==> config.mk <==
export PLATFORM = sky130hd
export DESIGN_NAME = byte_pack_buf
export DESIGN_NICKNAME = d
export VERILOG_FILES = /design/src/rtl/byte_pack_buf.sv
export SDC_FILE = /design/constraint.sdc
export NUM_CORES = 1
export LEC_CHECK = 0
export ABC_AREA = 1
export BUFFER_PORTS_ARGS = -buffer_cell sky130_fd_sc_hd__clkbuf_2
export CORE_ASPECT_RATIO = 1.5
export CORE_MARGIN = 1.5
export CORE_UTILIZATION = 55
export DETAILED_ROUTE_END_ITERATION = 6
export GPL_TIMING_DRIVEN = 0
export PLACE_DENSITY = 0.87
export RECOVER_POWER = 25
export SLEW_MARGIN = 0
export SYNTH_ARGS = -nofsm -noshare
export SYNTH_HDL_FRONTEND = slang
export SYNTH_SLANG_ARGS = --single-unit
==> constraint.sdc <==
create_clock -name clk -period 2.5 [get_ports clk]
set_input_delay 0.125 -clock clk [delete_from_list [all_inputs] [get_ports clk]]
set_output_delay 0.125 -clock clk [all_outputs]
set_load 0.01 [all_outputs]
==> src/rtl/byte_pack_buf.sv <==
module byte_pack_buf (
  input  logic        clk,
  input  logic        rst_n,
  input  logic        big_endian,
  input  logic        master_rx,
  input  logic        wr16_en,
  input  logic        wr8_en,
  input  logic [15:0] wr_data,
  input  logic        rd16_en,
  output logic [15:0] rd_data,
  input  logic        tx_pop,
  output logic [7:0]  tx_byte,
  input  logic        rx_push,
  input  logic [7:0]  rx_byte,
  input  logic        txudf_set,
  input  logic        rovr_set,
  input  logic        txrdy_set,
  output logic [2:0]  tx_count,
  output logic [2:0]  rx_count,
  output logic        tx_underflow,
  output logic        rx_overrun,
  output logic        tx_ready,
  output logic        rx_ready,
  output logic        single_byte,
  output logic        kick,
  output logic        rx_finish
);
  logic [31:0] buf_q;
  logic [2:0]  txl, rxl, txl_m1;
  logic        host, tx_room;
  logic [15:0] wword;

  assign host    = wr16_en | wr8_en | rd16_en;
  assign tx_room = (txl <= 3'd2);
  assign wword   = big_endian ? wr_data : {wr_data[7:0], wr_data[15:8]};
  assign txl_m1  = txl - 3'd1;
  assign tx_byte = buf_q[{txl_m1[1:0], 3'b000} +: 8];
  assign rd_data = big_endian ? {buf_q[7:0], buf_q[15:8]} : buf_q[15:0];
  assign tx_count = txl;
  assign rx_count = rxl;

  always_ff @(posedge clk) begin
    if (!rst_n) begin
      buf_q        <= '0;
      txl          <= '0;
      rxl          <= '0;
      tx_underflow <= 1'b0;
      rx_overrun   <= 1'b0;
      tx_ready     <= 1'b0;
      rx_ready     <= 1'b0;
      single_byte  <= 1'b0;
      kick         <= 1'b0;
      rx_finish    <= 1'b0;
    end else begin
      kick      <= host;
      rx_finish <= 1'b0;
      if (txudf_set) tx_underflow <= 1'b1;
      if (rovr_set)  rx_overrun   <= 1'b1;
      if (txrdy_set) tx_ready     <= 1'b1;
      if (wr16_en) begin
        if (tx_room) begin
          buf_q        <= {buf_q[15:0], wword};
          txl          <= txl + 3'd2;
          tx_underflow <= 1'b0;
          if (txl != 3'd0) tx_ready <= 1'b0;
        end
      end else if (wr8_en) begin
        if (tx_room) begin
          buf_q        <= {buf_q[23:0], wr_data[7:0]};
          txl          <= txl + 3'd1;
          tx_underflow <= 1'b0;
          if (txl == 3'd2) tx_ready <= 1'b0;
        end
      end else if (rd16_en) begin
        rx_overrun <= 1'b0;
        if (rxl == 3'd1) single_byte <= 1'b1;
        if (rxl > 3'd2) buf_q <= {16'h0000, buf_q[31:16]};
        if (rxl > 3'd1) rxl <= rxl - 3'd2;
        else            rxl <= 3'd0;
        if (rxl <= 3'd2) begin
          rx_ready  <= 1'b0;
          rx_finish <= master_rx;
        end
      end else begin
        if (tx_pop && txl != 3'd0) txl <= txl_m1;
        if (rx_push && rxl < 3'd4) begin
          buf_q[{rxl[1:0], 3'b000} +: 8] <= rx_byte;
          rxl         <= rxl + 3'd1;
          rx_ready    <= 1'b1;
          single_byte <= 1'b0;
        end
      end
    end
  end
endmodule


# --- Word level (Yosys, flattened, before mapping) ---
# Cells that the tools add are included.
totals:
  regBits: 45
  input_bits: 36
  output_inout_bits: 37
  elab_cells: 91
classes:
  addsub: 6
  n_lt_le_gt_ge: 5
  n_eq_ne: 8
  shifts: 3
  muxes: 40
  bitwise_logic: 7
  reduce_logical: 12
op_table:
  columns: ["op", "count"]
  rows:
  - ["32-bit two-way mux", 7]
  - ["32-bit bitwise mux", 1]
  - ["16-bit two-way mux", 2]
  - ["8-bit by 7-bit variable shift with 32-bit output (first input constant)", 1]
  - ["32-bit by 6-bit variable part select with 8-bit output", 1]
  - ["8-bit by 7-bit variable part select with 32-bit output", 1]
  - ["3-bit two-way mux", 9]
  - ["1-bit two-way mux", 21]
  - ["4-bit AND reduction", 4]
  - ["2-bit by 1-bit inequality test with 1-bit output (second input constant)", 4]
  - ["5-bit negation with 7-bit output", 1]
  - ["3-bit by 1-bit adder with 3-bit output (second input constant)", 2]
  - ["3-bit by 2-bit less-or-equal comparator with 1-bit output (second input constant)", 2]
  - ["3-bit nonzero test", 2]
  - ["1-bit inverter", 5]
  - ["5-bit OR reduction", 1]
  - ["4-bit by 3-bit inequality test with 1-bit output (second input constant)", 1]
  - ["4-bit nonzero test", 1]
  - ["3-bit by 2-bit adder with 3-bit output (second input constant)", 1]
  - ["3-bit by 1-bit == test with 1-bit output (second input constant)", 1]
  - ["3-bit by 2-bit == test with 1-bit output (second input constant)", 1]
  - ["3-bit by 1-bit greater-than comparator with 1-bit output (second input constant)", 1]
  - ["3-bit by 2-bit greater-than comparator with 1-bit output (second input constant)", 1]
  - ["3-bit less-than comparator (second input constant)", 1]
  - ["other kinds (7)", 9]

# --- Longest topological paths before layout ---
# Gate-level depths: netlist of run 1.
depth:
  word_depth: 7
  depth_mapped: 13
  ltp_nobuf: 11

# --- Worst setup path after synthesis of run 1 ---
# Ideal clock, no wire load.
synth_path:
  kind: "reg-to-output"
  from: "register txl[0] (netlist: tx_count[0])"
  to: "output tx_byte[7]"
  t_arrival_ns: 1.817
  required_time_ns: 2.375
  slack_ns: 0.558
  stages_incl_launch_ff: 8
  path_buffers: 2
  path_cell_list: "dfxtp_1 > inv_1 > buf_1 > ha_1 > inv_1 > clkbuf_1 > o21ai_0 > o22ai_1"
synth_between:
  elab_chain_len: 2
synth_lines:
  columns: ["element", "line_no", "rtl"]
  rows:
  - ["start, declared", "29", "logic [2:0] txl, rxl, txl_m1;"]
  - ["start signal, assigned", "63", "txl <= txl + 3'd2;"]
  - ["start signal, assigned", "70", "txl <= txl + 3'd1;"]
  - ["start signal, assigned", "85", "if (tx_pop && txl != 3'd0) txl <= txl_m1;"]
  - ["3-bit by 1-bit subtractor with 3-bit output", "36", "assign txl_m1 = txl - 3'd1;"]
  - ["32-bit by 6-bit variable part select with 8-bit output", "37", "assign tx_byte = buf_q[{txl_m1[1:0], 3'b000} +: 8];"]
  - ["end, declared", "12", "output logic [7:0] tx_byte,"]
# Every way passes these cells.

# --- Final worst setup path of run 1 ---
layout_path:
  from: "register txl[0] (netlist: tx_count[0])"
  to: "output tx_byte[6]"
# The elaborated chain is that of the path after synthesis.

==> results.sh, run 1 <==
export IMPL_wl_um=13200
export IMPL_final_cell_mix="184 x nand2_1, 94 x nor2_1, 77 x a21oi_1, 70 x inv_1, 57 x clkbuf_2"
export IMPL_status="finished clean"
export IMPL_critical_path_class="flip-flop to output port"
export IMPL_cts_root_buffer="clkbuf_8"
export IMPL_drt_first_pass_iters=5
export IMPL_drtIter0Drc=416
export IMPL_ioPinCount=73
export IMPL_detailed_place_hpwl_um=9920
export IMPL_ir_worst_vdd_v=0.000568
export IMPL_layout_commonest_cell="nand2_1"
export IMPL_synthDominantAreaCellType="dfxtp_1"
export IMPL_yosysUniqueCellTypes=28
export IMPL_hold_violations=0
export IMPL_synthAdderAreaFrac_pct=4.75
export IMPL_fillers=646
export IMPL_max_freq_mhz=426
export IMPL_start_util_pct=56.8
export IMPL_cts_clk_slew_worst_paths_ps=100
export IMPL_via_per_inst=5.80
export IMPL_setup_viol_count_final=0
export IMPL_ant_nets=0
export IMPL_arrival_ps=2220
export IMPL_worstPathMaxFanout=12
export IMPL_cts_made_buffers=5
export IMPL_ys_ff_latch=45
export IMPL_synth_xor_area_share_pct=0
export IMPL_max_cap_violations=0
export IMPL_fin_setup_tns_ps=0
export IMPL_synth_top_area_share_pct=24.4
export IMPL_relSlewSlack_pct=57.5
export IMPL_dieArea_mm2=0.00721
export IMPL_critPathRequiredTime_ps=2380
export IMPL_hp_class="input port to flip-flop"
export IMPL_grt_remaining_overflow=0
export IMPL_power_density_mw_per_mm2=793
export IMPL_seq_area_frac_synth_pct=24.4
export IMPL_synth_area_mm2=0.00369
export IMPL_antenna_found_initial=0
export IMPL_multiInputGateArea_mm2=0.00234
export IMPL_io_buffers=70
export IMPL_die_w_um=69.9
export IMPL_synth_cells=642
export IMPL_grt_max_degree=15
export IMPL_hold_buffers=0
export IMPL_layout_area_seq_um2=901
export IMPL_drv_slew=0
export IMPL_fin_nets=769
export IMPL_detail_route_wl_per_cell_um=16.6
export IMPL_yosys_area_share_simple_pct=35.3
export IMPL_core_area_mm2=0.00649
export IMPL_syn_avg_cell_area_um2=5.74
export IMPL_synth_mux_area_share_pct=0
export IMPL_crit_path_start_kind="flip-flop"
export IMPL_synth_top_family_by_area="simple AND/OR/NAND/NOR gates"
export IMPL_drive_gt1_share_pct=12.2
export IMPL_cp_end_kind="output port"
export IMPL_clk_path_buf_depth=2
export IMPL_finClkSkew_ps=11.4
export IMPL_synth_compound_area_share_pct=23.7
export IMPL_leakagePower_nw=2.05
export IMPL_syn2layout_area_growth_pct=14.4
export IMPL_route_detailed_drc=0
export IMPL_fin_util_pct=65.0
export IMPL_cts_tree="built"
export IMPL_period_needed_ps=2350
export IMPL_synth_area_leaders="dfxtp_1 24%, nand2_1 19%, a21oi_1 10%"
export IMPL_tightest_slew_ps=637
export IMPL_yosysWarnings=0
export IMPL_grt_pass1_wl_um=20300
export IMPL_die_h_um=103
export IMPL_row_count=36
export IMPL_vias=4613
export IMPL_syn_nets=692
export IMPL_grt_pass1_vias=4182
export IMPL_gp_congestion=1.03
export IMPL_clk_latency_ps=310
export IMPL_finalCritPeriodShare_pct=93.9
export IMPL_grt_util_all_layers_pct=36.1
export IMPL_diodes=0
export IMPL_htreeDepth=2
export IMPL_clkSinkCount=45
-- kinds of logic (layout without fill, tap and decap cells) --
logic type	after synthesis	in the layout
compound gates	162	162
buf+inv	106	184
simple gates	315	315
flops	45	45
fa+ha+maj	14	14
-- flip-flops by register name, summed over array words and instances, names as in the netlist --
| register | cells |
|---|---|
| tx_underflow | 1 |
| buf_q | 32 |
| kick | 1 |
| rx_overrun | 1 |
| single_byte | 1 |
| rx_ready | 1 |
| rx_count | 3 |
| tx_count | 3 |
| rx_finish | 1 |
| tx_ready | 1 |
-- cell usage after synthesis (all sizes together) --
cell type,number
nand2,195
nor2,95
a21oi,77
inv,72
o21ai,53
dfxtp,45
clkbuf,22
o22ai,15
ha,14
o21bai,14
buf,11
nand3,11
nand3b,8
or2,3
nor3,2
a211oi,1
a22oi,1
a311oi,1
clkinv,1
nand4,1
-- layer usage --
metal	vias up	global-route usage (%)	wire length (µm)	share of wire, %
li1	2196	-	-	-
met1	2055	40.0	4730	36
met2	291	65.9	6480	49
met3	71	4.26	1120	8.5
met4	0	22.5	867	6.6
met5	-	0	0	0
-- through the flow --
| stage | hold slack, ps | total power [mW] | area [µm²] | std cells | worst slack (ps) |
|---|---|---|---|---|---|
| after floorplan | 269 | 2.15 | 3690 | 642 | 558 |
| after global placement | 359 | 2.67 | 4130 | 788 | -133 |
| after detailed placement | 359 | 2.71 | 4130 | 788 | -149 |
| after CTS | 35.1 | 3.28 | 4250 | 796 | 41.2 |
| after global routing | 75.7 | 3.57 | 4220 | 796 | -5.77 |
| final | 33.3 | 3.34 | 4220 | 796 | 153 |
-- area by class of cell --
cell class,instances,area share (%)
Clock inverter,2,0.920
Multi-Input combinational cell,491,55.4
Timing Repair Buffer,70,7.89
Clock buffer,6,1.72
Sequential cell,45,21.4
Buffer,33,3.95
Inverter,73,6.50
Tap cell,76,2.25
-- power breakdown --
part / switching [mW] / internal (mW)
clock network: 0.280 / 0.301
logic: 1.15 / 0.609
registers: 0.130 / 0.877
-- what timing repair did --
item                                    CTS  global route
resized for setup                         3             7
cloned                                    0             0
buffers inserted                          0             0
pin swaps                                 0             0
endpoints found under the setup margin    8            32
-- final timing paths --
check | start | endpoint | slack, ps | depth (start not counted)
setup / recovery | tx_count[0] | tx_byte[6] | 150 | 9
hold / removal | master_rx | rx_finish | 30 | 3
setup reg to reg | rx_count[0] | buf_q[3] | 190 | 10
hold reg to reg | single_byte | single_byte | 490 | 2
-- critical path, cell delays in order (launching register included) --
cell      delay [ps]
dfxtp_1          390
inv_1            140
buf_4            220
ha_1             340
inv_2            130
buf_4            210
o21ai_0          100
a21oi_1          180
a21oi_1           70
clkbuf_2         130
(Power assumes the default switching activity.)
==> inputs of run 2 (changes only) <==
--- a/config.mk
+++ b/config.mk
@@ -11,8 +11,7 @@
 export CORE_MARGIN = 1.5
 export CORE_UTILIZATION = 55
 export DETAILED_ROUTE_END_ITERATION = 6
-export GPL_TIMING_DRIVEN = 0
-export PLACE_DENSITY = 0.87
+export PLACE_DENSITY = 0.83
 export RECOVER_POWER = 25
 export SLEW_MARGIN = 0
 export SYNTH_ARGS = -nofsm -noshare
==> run 2 against run 1 <==
  * Setup slack improved by 36 ps
  * Final cell count decreased by 2.8%
  * Fmax increased by 1.5%
==> results.sh, run 2 (same netlist as run 1, synthesis figures left out) <==
export IMPL_holdWs_ps=24.2
export IMPL_critical_path_class="input port to flip-flop"
export IMPL_clk_path_buf_depth=2
export IMPL_status="finished clean"
export IMPL_dp_cells=766
export IMPL_max_cap_violations=0
export IMPL_start_util_pct=56.8
export IMPL_fin_nets=747
export IMPL_ant_nets=0
export IMPL_hold_buffers=0
export IMPL_syn2layout_area_growth_pct=11.1
export IMPL_antenna_found_initial=0
export IMPL_arrival_ps=2520
export IMPL_finalCritPeriodShare_pct=92.4
export IMPL_core_area_mm2=0.00649
export IMPL_power_density_mw_per_mm2=764
export IMPL_setup_viol_count_final=0
export IMPL_leakagePower_nw=2.00
export IMPL_ir_worst_vdd_v=0.000481
export IMPL_detail_route_wl_per_cell_um=15.9
export IMPL_drt_first_pass_iters=5
export IMPL_fin_setup_tns_ps=0
export IMPL_cts_tree="built"
export IMPL_grt_setup_unrepaired="no"
export IMPL_cp_end_kind="flip-flop"
export IMPL_diodes=0
export IMPL_ioPinCount=73
export IMPL_largest_reg_flops=32
export IMPL_layout_commonest_cell="nand2_1"
export IMPL_top_register="buf_q"
export IMPL_htreeDepth=2
export IMPL_grt_pass1_wl_um=19700
export IMPL_fin_util_pct=63.2
export IMPL_drtIter0Drc=315
export IMPL_relSlewSlack_pct=20.4
export IMPL_crit_path_start_kind="input port"
export IMPL_wl_um=12300
export IMPL_grt_max_degree=29
export IMPL_detailed_place_hpwl_um=8910
export IMPL_drv_slew=0
export IMPL_die_h_um=103
export IMPL_dieArea_mm2=0.00721
export IMPL_cts_made_buffers=5
export IMPL_period_needed_ps=2310
export IMPL_final_cell_mix="184 x nand2_1, 95 x nor2_1, 77 x a21oi_1, 71 x inv_1, 58 x clkbuf_2"
export IMPL_clkSinkCount=45
export IMPL_via_per_inst=5.69
export IMPL_row_count=36
export IMPL_grt_remaining_overflow=0
export IMPL_io_buffers=72
export IMPL_postLayoutCellArea_mm2=0.00410
export IMPL_clk_latency_ps=320
export IMPL_final_cells=774
export IMPL_grt_util_all_layers_pct=34.7
export IMPL_hold_violations=0
export IMPL_cts_clk_slew_worst_paths_ps=110
export IMPL_drive_gt1_share_pct=12.2
export IMPL_worstPathMaxFanout=22
export IMPL_tightest_slew_ps=1190
export IMPL_die_w_um=69.9
export IMPL_post_cts_buffers=0
export IMPL_placed_cell_area_mm2=0.00405
export IMPL_vias=4406
export IMPL_cts_root_buffer="clkbuf_8"
export IMPL_finClkSkew_ps=14.6
export IMPL_grt_pass1_vias=4098
export IMPL_gp_congestion=0.983
export IMPL_ctsResizeCount=0
export IMPL_max_freq_mhz=433
export IMPL_route_detailed_drc=0
export IMPL_hp_class="input port to flip-flop"
export IMPL_critPathRequiredTime_ps=2700
## run 2: changes by cell type in the layout (fill, tap and decap cells not counted), sizes merged
cell      before  now
inv           72   73
bufinv         1    0
clkbuf        98   80
buf           11    6
clkinvlp       0    1
## run 2: final timing paths
| check | startpoint | end | slack, ps | cells past startpoint |
|---|---|---|---|---|
| setup / recovery | wr16_en | buf_q[20] | 190 | 11 |
| hold / removal | master_rx | rx_finish | 20 | 3 |
| setup reg to reg | rx_count[0] | buf_q[3] | 400 | 9 |
| hold reg to reg | single_byte | single_byte | 490 | 2 |
## run 2: cell type report
class	instances	area [µm²]
clock buffer	5	68.8
clock inverter	3	25.0
fill	678	2390
inverter	73	274
multi-input combinational	491	2330
sequential	45	901
tap	76	95.1
timing repair buffer	81	399
## run 2: worst max-delay path, cell delays in order
cell,delay [ps]
clkbuf_2,100
clkbuf_1,880
nor2_1,380
nand2_1,240
nand2_2,90
nand2_2,80
nand2_4,100
nand2_2,280
nand2_1,100
nand2_1,70
nor2_1,50
## run 2: metal layers
metal | vias up | GRT usage (%) | wire length [µm]
met4 | 0 | 30.0 | 1100
li1 | 2150 | - | -
met3 | 66 | 5.04 | 1040
met5 | - | 0 | 0
met2 | 249 | 59.0 | 5760
met1 | 1941 | 37.9 | 4400
## run 2: where the power goes
part,internal (mW),total (mW),switching [mW]
clock,0.203,0.508,0.305
sequential,0.877,1.02,0.142
combinational,0.550,1.61,1.05
## run 2: per-stage QoR
stage               worst slack (ps)  total power, mW
floorplan                        558             2.15
global placement                 522             2.58
detailed placement               438             2.61
CTS                              279             3.12
global route                    35.7             3.39
finish                           189             3.13
==> inputs of run 3 (changes only) <==
--- a/config.mk
+++ b/config.mk
@@ -12,7 +12,7 @@
 export CORE_UTILIZATION = 55
 export DETAILED_ROUTE_END_ITERATION = 6
 export PLACE_DENSITY = 0.83
-export RECOVER_POWER = 25
+export RECOVER_POWER = 50
 export SLEW_MARGIN = 0
 export SYNTH_ARGS = -nofsm -noshare
 export SYNTH_HDL_FRONTEND = slang
==> constraint.sdc (replaced) <==
create_clock -name clk -period 2.6 [get_ports clk]
set_input_delay 0.13 -clock clk [delete_from_list [all_inputs] [get_ports clk]]
set_output_delay 0.13 -clock clk [all_outputs]
set_load 0.01 [all_outputs]
==> run 3 against run 2 <==
  * Clock-buffer cell count is 2 higher
  * Final cell count shrank 0.13%
  * Final area down 0.70%
  * Clock skew decreased by 2.9 ps
  * Total power down 5.6%
  * Worst hold slack better by 30 ps
  * Critical path depth shrank 2
  * Sequential power decreased by 5%
==> results.sh, run 3 (same netlist as run 1, synthesis figures left out) <==
export IMPL_status="finished clean"
export IMPL_gp_congestion=0.972
export IMPL_hold_buffers=0
export IMPL_tightest_slew_ps=842
export IMPL_crit_path_start_kind="flip-flop"
export IMPL_largest_reg_flops=32
export IMPL_critical_path_class="flip-flop to flip-flop"
export IMPL_cts_made_buffers=5
export IMPL_drive_gt1_share_pct=9.90
export IMPL_crit_path_top_delay_cell="dfxtp_1"
export IMPL_setup_viol_count_final=0
export IMPL_fin_setup_tns_ps=0
export IMPL_cp_cell_sequence="inv_1, ha_1, nor2_1, nand3b_1, nand2_1, nand2_1, nand2_1, nor2_1, nor2_1"
export IMPL_relSlewSlack_pct=43.8
export IMPL_ioPinCount=73
export IMPL_drtIter0Drc=317
export IMPL_grt_remaining_overflow=0
export IMPL_clk_latency_ps=310
export IMPL_htreeDepth=2
export IMPL_hp_class="input port to flip-flop"
export IMPL_antenna_found_initial=0
export IMPL_cts_root_buffer="clkbuf_8"
export IMPL_row_count=36
export IMPL_grt_pass1_vias=4116
export IMPL_drv_slew=0
export IMPL_diodes=0
export IMPL_detailed_place_hpwl_um=8900
export IMPL_dieArea_mm2=0.00721
export IMPL_grt_pass1_wl_um=19500
export IMPL_core_area_mm2=0.00649
export IMPL_fin_nets=746
export IMPL_detail_route_wl_per_cell_um=15.6
export IMPL_critPathRequiredTime_ps=2830
export IMPL_max_cap_violations=0
export IMPL_clk_path_buf_depth=2
export IMPL_die_w_um=69.9
export IMPL_finalCritPeriodShare_pct=88.3
export IMPL_max_freq_mhz=436
export IMPL_grt_util_all_layers_pct=34.3
export IMPL_layout_commonest_cell="nand2_1"
export IMPL_drt_first_pass_iters=5
export IMPL_via_per_inst=5.78
export IMPL_wl_um=12100
export IMPL_arrival_ps=2530
export IMPL_holdWs_ps=54.2
export IMPL_finClkSkew_ps=11.7
export IMPL_ctsResizeCount=0
export IMPL_die_h_um=103
export IMPL_vias=4470
export IMPL_reg2reg_slack_ps=310
export IMPL_cpPeakStageDelay_ps=500
export IMPL_final_cell_mix="184 x nand2_1, 95 x nor2_1, 77 x a21oi_1, 71 x inv_1, 53 x o21ai_0"
export IMPL_period_needed_ps=2290
export IMPL_cts_clk_slew_worst_paths_ps=90
export IMPL_cts_tree="built"
export IMPL_top_register="buf_q"
export IMPL_grt_setup_unrepaired="no"
export IMPL_route_detailed_drc=0
export IMPL_grt_max_degree=49
export IMPL_io_buffers=72
export IMPL_hold_violations=0
export IMPL_cp_end_kind="flip-flop"
export IMPL_ir_worst_vdd_v=0.000377
export IMPL_fillers=686
export IMPL_post_cts_buffers=0
export IMPL_leakagePower_nw=1.95
export IMPL_worstPathMaxFanout=13
export IMPL_power_density_mw_per_mm2=727
export IMPL_start_util_pct=56.8
export IMPL_syn2layout_area_growth_pct=10.3
export IMPL_ant_nets=0
export IMPL_clkSinkCount=45
[run 3: through the flow]
stage / util [%] / area, µm² / setup slack (ps) / cells / power (mW)
after detailed placement: 62.3 / 4040 / 381 / 765 / 2.52
final: 62.7 / 4070 / 305 / 773 / 2.96
after global routing: 62.7 / 4070 / 147 / 773 / 3.18
after CTS: 63.6 / 4130 / 358 / 773 / 2.96
after floorplan: - / 3690 / 653 / 642 / 2.06
after global placement: 62.3 / 4040 / 523 / 765 / 2.48
[run 3: power by group]
part	internal, mW	switching [mW]
Sequential	0.844	0.131
Clock	0.191	0.257
Combinational	0.516	1.02
[run 3: layer usage]
metal  wire, µm  vias up  track usage, %
met5          0        -               0
met4        905        0            25.9
met2       5930      257            62.4
li1           -     2146               -
met1       4310     2004            36.2
met3        949       63            4.26
[run 3: cell type report]
cell class,count,area [µm²],share of cell area (%)
timing repair buffer,80,380,9.35
sequential,45,901,22.1
clock inverter,1,7.51,0.185
inverter,73,274,6.73
multi-input combinational,491,2330,57.4
tap,76,95.1,2.34
clock buffer,7,76.3,1.88
[run 3: critical path: cells and delay by family, from the launching register on]
family | cells | cell delay, ps
simple gates | 7 | 1000
flops | 1 | 500
fa+ha+maj | 1 | 440
buf+inv | 1 | 300
[run 3: path summary, 6_finish.rpt]
| check | end | start | cells past startpoint |
|---|---|---|---|
| min reg2reg | rx_overrun | rx_overrun | 2 |
| min | rx_finish | master_rx | 3 |
| max reg2reg | buf_q[3] | rx_count[0] | 9 |
| max | buf_q[3] | rx_count[0] | 9 |
